`src/rtl/dpc_pkg.sv`:
```
package dpc_pkg;
  localparam int COLOR_W = 8;
  localparam int HALF_W  = 12;
  localparam int PIX_W   = 3 * COLOR_W;
  localparam int GLO_W   = HALF_W - COLOR_W;       // green bits carried by the low word
  localparam int GHI_W   = COLOR_W - GLO_W;        // green bits carried by the high word

  typedef struct packed {
    logic [COLOR_W-1:0] r;
    logic [COLOR_W-1:0] g;
    logic [COLOR_W-1:0] b;
  } rgb_t;

  function automatic rgb_t join_halves(input logic [HALF_W-1:0] lo,
                                       input logic [HALF_W-1:0] hi);
    rgb_t p;
    p.b = lo[COLOR_W-1:0];
    p.g = {hi[GHI_W-1:0], lo[HALF_W-1:COLOR_W]};
    p.r = hi[HALF_W-1:GHI_W];
    return p;
  endfunction
endpackage

```
`src/rtl/dpc_edge_pair.sv`:
```
module dpc_edge_pair #(
  parameter int W = 12
) (
  input  logic         clk,
  input  logic         rst,
  input  logic [W-1:0] d_i,
  output logic [W-1:0] rise_q,
  output logic [W-1:0] fall_q
);
  always_ff @(posedge clk) begin
    if (rst) rise_q <= '0;
    else     rise_q <= d_i;
  end

  always_ff @(negedge clk) begin
    if (rst) fall_q <= '0;
    else     fall_q <= d_i;
  end
endmodule

```
`src/rtl/dpc_half_join.sv`:
```
module dpc_half_join
  import dpc_pkg::*;
(
  input  logic              clk,
  input  logic              rst,
  input  logic              en_i,
  input  logic              edge_fall_i,
  input  logic [HALF_W-1:0] rise_w_i,
  input  logic [HALF_W-1:0] fall_w_i,
  input  logic [HALF_W-1:0] now_w_i,
  output logic [PIX_W-1:0]  pix_o
);
  logic [HALF_W-1:0] lo_w, hi_w;
  rgb_t              joined;
  logic              past_ok;

  always_comb begin
    if (edge_fall_i) begin
      lo_w = fall_w_i;
      hi_w = now_w_i;
    end else begin
      lo_w = rise_w_i;
      hi_w = fall_w_i;
    end
    joined = join_halves(lo_w, hi_w);
  end

  always_ff @(posedge clk) begin
    if (rst || !en_i) pix_o <= '0;
    else              pix_o <= joined;
  end

  always_ff @(posedge clk) begin
    if (rst) past_ok <= 1'b0;
    else     past_ok <= 1'b1;
  end

  AST_BLUE_FROM_RISE: assert property (@(posedge clk) disable iff (rst)
    (past_ok && $past(en_i) && !$past(edge_fall_i)) |-> pix_o[COLOR_W-1:0] == $past(rise_w_i[COLOR_W-1:0]));
  AST_HIGH_FROM_NOW: assert property (@(posedge clk) disable iff (rst)
    (past_ok && $past(en_i) && $past(edge_fall_i)) |-> pix_o[PIX_W-1:PIX_W-HALF_W] == $past(now_w_i));
  AST_IDLE_PORT_ZERO: assert property (@(posedge clk) disable iff (rst)
    (past_ok && !$past(en_i)) |-> pix_o == '0);
endmodule

```
`src/rtl/dpc_ctrl_norm.sv`:
```
module dpc_ctrl_norm (
  input  logic clk,
  input  logic rst,
  input  logic edge_fall_i,
  input  logic de_act_hi_i,
  input  logic hs_en_i,
  input  logic vs_en_i,
  input  logic de_i,
  input  logic hsync_i,
  input  logic vsync_i,
  output logic de_o,
  output logic hsync_o,
  output logic vsync_o
);
  localparam int CW = 3;
  logic [CW-1:0] rise_c, fall_c;
  logic          de_raw, hs_raw, vs_raw;
  logic          past_ok;

  dpc_edge_pair #(.W(CW)) ctl_cap_i (
    .clk    (clk),
    .rst    (rst),
    .d_i    ({de_i, hsync_i, vsync_i}),
    .rise_q (rise_c),
    .fall_q (fall_c)
  );

  // DE rides the secondary edge, syncs the primary edge
  always_comb begin
    if (edge_fall_i) begin
      de_raw = de_i;
      hs_raw = fall_c[1];
      vs_raw = fall_c[0];
    end else begin
      de_raw = fall_c[2];
      hs_raw = rise_c[1];
      vs_raw = rise_c[0];
    end
  end

  always_ff @(posedge clk) begin
    if (rst) begin
      de_o    <= 1'b0;
      hsync_o <= 1'b0;
      vsync_o <= 1'b0;
    end else begin
      de_o    <= de_act_hi_i ? de_raw : ~de_raw;
      hsync_o <= hs_en_i & hs_raw;
      vsync_o <= vs_en_i & vs_raw;
    end
  end

  always_ff @(posedge clk) begin
    if (rst) past_ok <= 1'b0;
    else     past_ok <= 1'b1;
  end

  AST_HS_FORCED_LOW: assert property (@(posedge clk) disable iff (rst)
    (past_ok && !$past(hs_en_i)) |-> !hsync_o);
  AST_VS_FORCED_LOW: assert property (@(posedge clk) disable iff (rst)
    (past_ok && !$past(vs_en_i)) |-> !vsync_o);
endmodule

```
`src/rtl/dpc_pixel_capture.sv`:
```
module dpc_pixel_capture
  import dpc_pkg::*;
#(
  parameter int NUM_PORTS = 2
) (
  input  logic                        clk,
  input  logic                        rst,
  input  logic [NUM_PORTS*HALF_W-1:0] din_i,
  input  logic                        de_i,
  input  logic                        hsync_i,
  input  logic                        vsync_i,
  input  logic                        edge_fall_i,
  input  logic                        de_act_hi_i,
  input  logic                        hs_en_i,
  input  logic                        vs_en_i,
  input  logic                        dual_i,
  output logic [PIX_W-1:0]            pix_odd_o,
  output logic [PIX_W-1:0]            pix_even_o,
  output logic                        de_o,
  output logic                        hsync_o,
  output logic                        vsync_o
);
  logic [NUM_PORTS*PIX_W-1:0] pix_all;

  for (genvar p = 0; p < NUM_PORTS; p++) begin : g_port
    logic [HALF_W-1:0] rise_w, fall_w;
    logic              port_en;
    assign port_en = (p == 0) ? 1'b1 : dual_i;

    dpc_edge_pair #(.W(HALF_W)) cap_i (
      .clk    (clk),
      .rst    (rst),
      .d_i    (din_i[p*HALF_W +: HALF_W]),
      .rise_q (rise_w),
      .fall_q (fall_w)
    );

    dpc_half_join join_i (
      .clk         (clk),
      .rst         (rst),
      .en_i        (port_en),
      .edge_fall_i (edge_fall_i),
      .rise_w_i    (rise_w),
      .fall_w_i    (fall_w),
      .now_w_i     (din_i[p*HALF_W +: HALF_W]),
      .pix_o       (pix_all[p*PIX_W +: PIX_W])
    );
  end

  assign pix_odd_o  = pix_all[0 +: PIX_W];
  assign pix_even_o = pix_all[PIX_W +: PIX_W];

  dpc_ctrl_norm ctrl_i (
    .clk         (clk),
    .rst         (rst),
    .edge_fall_i (edge_fall_i),
    .de_act_hi_i (de_act_hi_i),
    .hs_en_i     (hs_en_i),
    .vs_en_i     (vs_en_i),
    .de_i        (de_i),
    .hsync_i     (hsync_i),
    .vsync_i     (vsync_i),
    .de_o        (de_o),
    .hsync_o     (hsync_o),
    .vsync_o     (vsync_o)
  );
endmodule

```
`config.mk`:
```
export PLATFORM = sky130hd
export DESIGN_NAME = dpc_pixel_capture
export DESIGN_NICKNAME = d
export VERILOG_FILES = /design/src/rtl/dpc_pkg.sv /design/src/rtl/dpc_edge_pair.sv /design/src/rtl/dpc_half_join.sv /design/src/rtl/dpc_ctrl_norm.sv /design/src/rtl/dpc_pixel_capture.sv
export SDC_FILE = /design/constraint.sdc
export NUM_CORES = 1
export LEC_CHECK = 0
export ABC_AREA = 0
export ABC_CLOCK_PERIOD_IN_PS = 1350
export BUFFER_PORTS_ARGS = -buffer_cell sky130_fd_sc_hd__buf_2
export CAP_MARGIN = 20
export CORE_MARGIN = 8
export CORE_UTILIZATION = 51
export CTS_CLUSTER_DIAMETER = 200
export DETAILED_ROUTE_END_ITERATION = 6
export GPL_TIMING_DRIVEN = 0
export PLACE_DENSITY = 0.77
export SYNTH_ARGS = -nofsm -noshare
export SYNTH_HDL_FRONTEND = slang
export SYNTH_SLANG_ARGS = --single-unit
```
`constraint.sdc`:
```
create_clock -name clk -period 1.35 [get_ports clk]
set_clock_uncertainty 0.2 [all_clocks]
set_input_delay 0.0675 -clock clk [delete_from_list [all_inputs] [get_ports clk]]
set_output_delay 0.0675 -clock clk [all_outputs]
set_load 0.02 [all_outputs]
```
==> run summary, run 1 <==
Die H = 94.2 um
Hold Worst Slack = 0.00370 ns
deepest clock path buffer count = 2
Initial DRC Count = 59
synth unique cells = 14
die area = 8870 um2
crit path DAT = 1.82 ns
DIE WIDTH = 94.2 um
Overall Power = 6.61 mW
worst r2r src = ctrl_i.ctl_cap_i.fall_q[2]$_SDFF_NP0_
vias in the first global route = 2259
setup tns final = -12.08 ns
WL/cell = 13.8 um
DRT Pass-1 Iters = 4
CTS Buf Count = 9
Clk pin slew, worst setup/hold paths = 0.09 ns
CP Max Fanout = 1
Detail Route Antenna Nets = 0
synthesized cell area = 3120 um2
VDD IR max = 0.909 mV
register area share after synthesis = 66.7%
RSZ-0062 raised after global routing = true
Syn Area/Cell = 12.4 um2
final instance area = 4390 um2
H-tree levels = 3
Lkg Pwr = 2.23 nW
Least-Margin Pin Slew = 0.493 ns
Site Rows = 28
Worst Setup Path Type = reg -> reg
starting density of the core = 52.7%
Setup crit end kind = flip-flop
endpoints failing hold = 0
largest net degree at the start of global routing = 17
final WL = 6690 um
Crit. Startpoint = ctrl_i.ctl_cap_i.fall_q[2]$_SDFF_NP0_
RD Place Congestion = 0.746
# DRC = 0
Mapped Nets = 286
GRT Residual Overflow = 0
Nets = 439
sequential cell area = 2100 um2
FF+latch count, synth = 104
first-pass GRT wire length = 10500 um
Ports = 85
final core occ = 74.2%
hold crit path type = in -> reg
initial antenna violation count = 0
dpl hpwl = 4370 um
share of layout cells above drive strength 1 = 32.9%
max-cap viol count = 0
Placement Cell Area = 3660 um2
failing checks = setup timing
cell count after synthesis = 252
CP required = 1.40 ns
crit path launch type = flip-flop
Multi-input gate area = 931 um2
via-per-instance ratio = 4.55
antenna cells = 0
Slew HR = 67.1%
CTS tree = yes
P&R area growth vs syn = 40.8%
Synth warnings = 0
most frequent cells in the layout = 86 x dfxtp_1, 85 x buf_2, 50 x mux2i_1, 49 x nor2_1, 32 x dlygate4sd3_1
GRT Util Overall = 15.3%
IO buf count = 83
CTS root buffer = clkbuf_8
core area = 5920 um2
status = finished with violations
worst skew pair latency = 0.41 ns
vias = 2206
Fillers = 427
commonest non-fill, non-tap cell in the layout = dfxtp_1
clock sink count = 104
worst hold start = rst
Setup WS post-layout = -0.424 ns
Setup Viol. Count Final = 75
Slew Limit Fails = 0
P per Cell Area = 1510 nW/um2
==> sequential cells by signal, summed over array words and instances (netlist names) <==
signal,count
ctrl_i.ctl_cap_i.fall_q,3
ctrl_i.vsync_o,1
ctrl_i.hsync_o,1
g_port.cap_i.rise_q,24
ctrl_i.ctl_cap_i.rise_q,2
ctrl_i.de_o,1
g_port.join_i.pix_o,48
g_port.cap_i.fall_q,24
==> area by class of cell <==
cell class                      instances  share of cell area (%)
Clock buffer                           12                    4.02
Multi-Input combinational cell        132                    21.2
Tap cell                               75                    2.14
Buffer                                 15                    3.25
Timing Repair Buffer                  116                    16.9
Clock inverter                         31                    4.56
Sequential cell                       104                    47.9
==> cells by family after synthesis <==
group / count (synthesis) / synth area share [%]
muxes: 52 / 16.7
buffers and inverters: 16 / 3.61
DFF: 104 / 66.7
and+or+nand+nor: 80 / 12.9
==> per-layer routing <==
metal  wire, um  share of wire (%)  global-route usage [%]  vias up
met2       3180                 48                    24.7       77
met4        139                2.1                    8.45        0
met5          0                  0                       0        -
met1       2750                 41                    16.7     1000
li1           -                  -                       -     1116
met3        615                9.2                    6.16       13
==> synth_stat cells (all sizes together) <==
library cell,n,area (um2)
and2b,10,75.1
buf,10,90.1
clkbuf,5,18.8
dfxtp,104,2080
inv,1,3.75
mux2,1,11.3
mux2i,51,510
nand2b,1,6.26
nor2,49,184
nor2b,18,113
nor3b,2,25.0
==> path summary, 6_finish.rpt <==
kind | end | depth (start not counted) | slack, ns
worst max-delay path | ctrl_i.de_o$_SDFF_PP0_ | 2 | -0.42
worst max register to register | ctrl_i.de_o$_SDFF_PP0_ | 2 | -0.42
worst min-delay path | g_port[0].join_i.pix_o[23]$_SDFF_PP0_ | 4 | 0.004
worst min register to register | g_port[0].join_i.pix_o[9]$_SDFF_PP0_ | 2 | 0.27
==> worst max-delay path, stage by stage (launching register included) <==
cell and delay [ns]:
dfxtp_1 0.29, mux2i_1 0.12, mux2_2 0.34
==> stage by stage <==
step,std cells,worst slack (ns)
6_report,485,-0.424
5_1_grt,485,-0.475
4_1_cts,484,-0.436
3_5_place_dp,410,-0.396
3_3_place_gp,410,-0.393
2_1_floorplan,252,-0.372
==> what timing repair did <==
| item | in CTS | in global routing |
|---|---|---|
| hold buffers | 32 | 24 |
| buffers inserted | 0 | 1 |
| pin swaps | 0 | 1 |
| endpoints found under the setup margin | 51 | 75 |
| resized for setup | 3 | 17 |
| cloned | 0 | 0 |
| hold endpoints to repair | 59 | 48 |
==> power breakdown <==
part | leakage, nW | switching, mW | internal, mW
Sequential | 0.865 | 0.0475 | 3.23
Combinational | 1.09 | 0.303 | 0.288
Clock | 0.282 | 1.19 | 1.55
No activity file was read; power rests on OpenSTA's default activity.
==> inputs of run 2 (changes only) <==
--- a/config.mk
+++ b/config.mk
@@ -13,7 +13,6 @@
 export CORE_UTILIZATION = 51
 export CTS_CLUSTER_DIAMETER = 200
 export DETAILED_ROUTE_END_ITERATION = 6
-export GPL_TIMING_DRIVEN = 0
 export PLACE_DENSITY = 0.77
 export SYNTH_ARGS = -nofsm -noshare
 export SYNTH_HDL_FRONTEND = slang
==> run 2 against run 1 <==
Against the previous run: the flow finishes with violations (hold timing, setup timing); setup slack got worse by 0.013 ns; non-clock buffer count is 2 higher; critical path depth is the same; critical endpoint unchanged; highest routed layer unchanged.
==> run summary, run 2 (synthesis results as in run 1) <==
worst skew pair latency = 0.40 ns
Setup crit end kind = flip-flop
VDD IR max = 0.972 mV
Setup Viol. Count Final = 69
final std cells w/o fill = 487
Ports = 85
Die H = 94.2 um
worst r2r src = ctrl_i.ctl_cap_i.fall_q[2]$_SDFF_NP0_
Slew HR = 82.0%
setup tns final = -10.46 ns
max-cap viol count = 0
core area = 5920 um2
commonest non-fill, non-tap cell in the layout = dfxtp_1
Lkg Pwr = 2.21 nW
Placement Cell Area = 3640 um2
Inst Count DP = 407
crit path DAT = 1.83 ns
Largest register FFs = 48
Slew Limit Fails = 0
RSZ-0062 raised after global routing = true
# DRC = 0
most flop-heavy register = g_port.join_i.pix_o
starting density of the core = 52.7%
Hold Worst Slack = -0.0874 ns
endpoints failing hold = 19
final core occ = 73.0%
vias in the first global route = 2278
failing checks = hold timing, setup timing
Least-Margin Pin Slew = 0.270 ns
antenna cells = 0
clock sink count = 104
final WL = 6230 um
P&R area growth vs syn = 38.5%
dpl hpwl = 3950 um
DRT Pass-1 Iters = 4
Detail Route Antenna Nets = 0
vias = 2192
Initial DRC Count = 59
CTS tree = yes
most frequent cells in the layout = 97 x dfxtp_1, 84 x buf_2, 51 x mux2i_1, 49 x nor2_1, 38 x dlygate4sd3_1
Setup WS post-layout = -0.437 ns
GRT Residual Overflow = 0
RD Place Congestion = 0.693
status = finished with violations
share of layout cells above drive strength 1 = 29.1%
Nets = 441
Worst Setup Path Type = reg -> reg
IO buf count = 84
Clk pin slew, worst setup/hold paths = 0.10 ns
CTS root buffer = clkbuf_8
sequential cell area = 2090 um2
GRT Util Overall = 14.3%
Largest regs = g_port.join_i.pix_o (48), g_port.cap_i.fall_q (24), g_port.cap_i.rise_q (24)
first-pass GRT wire length = 9960 um
via-per-instance ratio = 4.50
setup bufs post-CTS = 0
WL/cell = 12.8 um
hold crit path type = in -> reg
P per Cell Area = 1370 nW/um2
die area = 8870 um2
final instance area = 4320 um2
Crit. Startpoint = ctrl_i.ctl_cap_i.fall_q[2]$_SDFF_NP0_
worst hold start = rst
deepest clock path buffer count = 2
H-tree levels = 3
CP required = 1.39 ns
Site Rows = 28
CTS Buf Count = 9
Multi-input gate area = 930 um2
largest net degree at the start of global routing = 35
initial antenna violation count = 0
Fillers = 436
DIE WIDTH = 94.2 um
CP Max Fanout = 1
crit path launch type = flip-flop
-- run 2: worst paths after layout --
check | to | slack [ns] | cells past startpoint
hold reg to reg | g_port[0].join_i.pix_o[7]$_SDFF_PP0_ | 0.27 | 2
setup / recovery | ctrl_i.de_o$_SDFF_PP0_ | -0.44 | 2
hold / removal | g_port[0].join_i.pix_o[13]$_SDFF_PP0_ | -0.09 | 3
setup reg to reg | ctrl_i.de_o$_SDFF_PP0_ | -0.44 | 2
-- run 2: area by class of cell --
type                    count  share of cell area, %
multi-input cells         132                   21.5
clock inverters            32                   3.10
flip-flops and latches    104                   48.4
clock buffers              11                   3.53
repair buffers            133                   21.3
well taps                  75                   2.17
-- run 2: metal layers --
| metal | routed length, um | GRT usage [%] | share of wire, % | up-vias |
|---|---|---|---|---|
| li1 | - | - | - | 1117 |
| met1 | 2520 | 15.0 | 40 | 991 |
| met2 | 2940 | 23.7 | 47 | 71 |
| met3 | 650 | 6.55 | 10 | 13 |
| met4 | 120 | 7.27 | 1.9 | 0 |
| met5 | 0 | 0 | 0 | - |
-- run 2: where the power goes --
part	internal (mW)	switching [mW]	total, mW
clock	0.883	1.19	2.07
combinational	0.295	0.293	0.588
sequential	3.23	0.0463	3.27
total	4.41	1.53	5.93
-- run 2: worst max-delay path, cell delays in order, from the launching register on --
cell and delay, ns:
dfxtp_1 0.29, mux2i_1 0.14, mux2_2 0.34
-- run 2: what timing repair did --
item,4_1_cts,5_1_grt
endpoints found under the setup margin,51,81
hold endpoints to repair,69,47
hold buffers,38,24
pin swaps,1,4
gates resized for setup,0,9
-- run 2: metrics by stage --
step	power [mW]	setup WS [ns]
global placement	3.95	-0.384
finish	5.93	-0.437
detailed placement	3.97	-0.412
CTS	5.99	-0.435
global route	6.24	-0.470
floorplan	3.79	-0.372
==> inputs of run 3 (changes only) <==
--- a/config.mk
+++ b/config.mk
@@ -6,7 +6,7 @@
 export NUM_CORES = 1
 export LEC_CHECK = 0
 export ABC_AREA = 0
-export ABC_CLOCK_PERIOD_IN_PS = 1350
+export ABC_CLOCK_PERIOD_IN_PS = 1800
 export BUFFER_PORTS_ARGS = -buffer_cell sky130_fd_sc_hd__buf_2
 export CAP_MARGIN = 20
 export CORE_MARGIN = 8
==> constraint.sdc (replaced) <==
create_clock -name clk -period 1.8 [get_ports clk]
set_clock_uncertainty 0.2 [all_clocks]
set_input_delay 0.09 -clock clk [delete_from_list [all_inputs] [get_ports clk]]
set_output_delay 0.09 -clock clk [all_outputs]
set_load 0.02 [all_outputs]
==> run 3 against run 2 <==
Against the previous run: the flow finishes with violations (setup timing); global-route usage is 1.2 points higher; routed wire length is 3.9% higher; cell count is 1.4% higher; setup slack better by 0.24 ns; hold slack better by 0.099 ns; via count is 1.3% higher; sequential share of layout area is 0.86 points lower; combinational power is 23% lower; non-clock buffer count is 6 higher; register-to-register slack better by 0.24 ns; final area is 1.9% higher.
==> run summary, run 3 (synthesis results as in run 1) <==
status = finished with violations
failing checks = setup timing
Comb pwr share = 10.1%
GRT Residual Overflow = 0
initial antenna violation count = 1
Nets = 447
clock sink count = 104
Die H = 94.2 um
hold crit path type = in -> reg
endpoints failing hold = 0
r2r endpoint = ctrl_i.de_o$_SDFF_PP0_
IO buf count = 84
GRT Util Overall = 15.5%
vias in the first global route = 2376
reg2reg path depth = 2
# DRC = 0
hold-critical path depth = 3
largest net degree at the start of global routing = 37
setup bufs post-CTS = 0
CP required = 1.85 ns
DRT Pass-1 Iters = 4
dpl hpwl = 4060 um
Switching Fraction = 25.8%
Ports = 85
Slew Limit Fails = 0
via-per-instance ratio = 4.50
vias = 2221
P&R area growth vs syn = 41.2%
starting density of the core = 52.7%
Overall Power = 4.52 mW
Lkg Pwr = 2.25 nW
VDD IR max = 0.682 mV
Placement Setup Slack = -0.172 ns
Detail Route Antenna Nets = 0
Min-Delay Endpoint = ctrl_i.de_o$_SDFF_PP0_
core area = 5920 um2
deepest clock path buffer count = 2
CTS tree = yes
Net Sw Power = 1.17 mW
share of layout cells above drive strength 1 = 27.8%
Setup crit end kind = flip-flop
DIE WIDTH = 94.2 um
max-cap viol count = 0
crit path launch type = flip-flop
final core occ = 74.4%
Fillers = 410
final WL = 6470 um
crit path DAT = 2.04 ns
CP Max Fanout = 1
Site Rows = 28
Reg2Reg Setup Slack = -0.19 ns
RD Place Congestion = 0.678
CTS Buf Count = 9
Largest regs = g_port.join_i.pix_o (48), g_port.cap_i.fall_q (24), g_port.cap_i.rise_q (24)
worst hold start = edge_fall_i
setup tns final = -0.194 ns
Clk network pwr share = 35.6%
Setup WS post-layout = -0.194 ns
Largest register FFs = 48
final std cells w/o fill = 494
RSZ-0062 raised after global routing = true
Initial DRC Count = 59
Least-Margin Pin Slew = 0.626 ns
WL/cell = 13.1 um
worst skew pair latency = 0.40 ns
Inst Count DP = 402
Pint = 3.36 mW
most frequent cells in the layout = 95 x dfxtp_1, 84 x buf_2, 51 x mux2i_1, 49 x nor2_1, 49 x dlygate4sd3_1
H-tree levels = 3
commonest non-fill, non-tap cell in the layout = dfxtp_1
die area = 8870 um2
CTS root buffer = clkbuf_8
Slew HR = 58.1%
worst r2r src = ctrl_i.ctl_cap_i.fall_q[2]$_SDFF_NP0_
first-pass GRT wire length = 10800 um
sequential share of power = 54.3%
Setup Viol. Count Final = 1
Clk pin slew, worst setup/hold paths = 0.09 ns
P per Cell Area = 1030 nW/um2
most flop-heavy register = g_port.join_i.pix_o
Worst Setup Path Type = reg -> reg
run 3: cell types whose count changed in the layout (fill, tap and decap cells not counted), sizes merged:
| cell | previous run | this run |
|---|---|---|
| buf | 95 | 90 |
| clkinvlp | 1 | 0 |
| diode | 0 | 1 |
| dlygate4sd3 | 38 | 49 |
| inv | 28 | 29 |
run 3: worst max path at each step:
stage / start / to / slack [ns] / cells past startpoint
global route: ctrl_i.ctl_cap_i.fall_q[2]$_SDFF_NP0_ / ctrl_i.de_o$_SDFF_PP0_ / -0.22 / 2
detailed placement: ctrl_i.ctl_cap_i.fall_q[2]$_SDFF_NP0_ / ctrl_i.de_o$_SDFF_PP0_ / -0.17 / 2
global placement: ctrl_i.ctl_cap_i.fall_q[2]$_SDFF_NP0_ / ctrl_i.de_o$_SDFF_PP0_ / -0.16 / 2
floorplan: ctrl_i.ctl_cap_i.fall_q[2]$_SDFF_NP0_ / ctrl_i.de_o$_SDFF_PP0_ / -0.15 / 2
CTS: ctrl_i.ctl_cap_i.fall_q[2]$_SDFF_NP0_ / ctrl_i.de_o$_SDFF_PP0_ / -0.20 / 2
finish: ctrl_i.ctl_cap_i.fall_q[2]$_SDFF_NP0_ / ctrl_i.de_o$_SDFF_PP0_ / -0.19 / 2
run 3: repair_timing:
item	4_1_cts	5_1_grt
hold endpoints to repair	69	0
gates resized for setup	1	8
endpoints found under the setup margin	2	18
hold buffers	49	0
pin swaps	0	0
run 3: final cells by class:
type                            instances  area, um2  share of cell area, %
Antenna cell                            1       2.50                 0.0568
Sequential cell                       104       2090                   47.5
Tap cell                               75       93.8                   2.13
Clock inverter                         32        135                   3.07
Multi-Input combinational cell        132        925                   21.0
Clock buffer                           11        163                   3.69
Timing Repair Buffer                  139        993                   22.6
run 3: critical path, cell delays in order (launching register included):
cell and delay (ns):
dfxtp_1 0.28, mux2i_1 0.13, mux2_2 0.34
run 3: through the flow:
step,cell area (um2),hold slack (ns)
global route,4410,0.00875
finish,4410,0.0117
floorplan,3120,0.0307
global placement,3610,0.126
detailed placement,3610,0.134
CTS,4390,0.00622
run 3: routing by layer:
layer	share of wire, %	track usage [%]
met5	0	0
met2	48	26.3
met1	42	16.4
met3	8.5	5.44
met4	2.2	8.45
run 3: power groups by stage:
stage / Sequential [mW] / Combinational [mW] / Clock, mW
after CTS: 2.46 / 0.457 / 1.65
after floorplan: 2.56 / 0.179 / 0.0951
after global placement: 2.50 / 0.363 / 0.0951
final: 2.46 / 0.455 / 1.61
after detailed placement: 2.50 / 0.370 / 0.0951
after global routing: 2.47 / 0.495 / 1.81
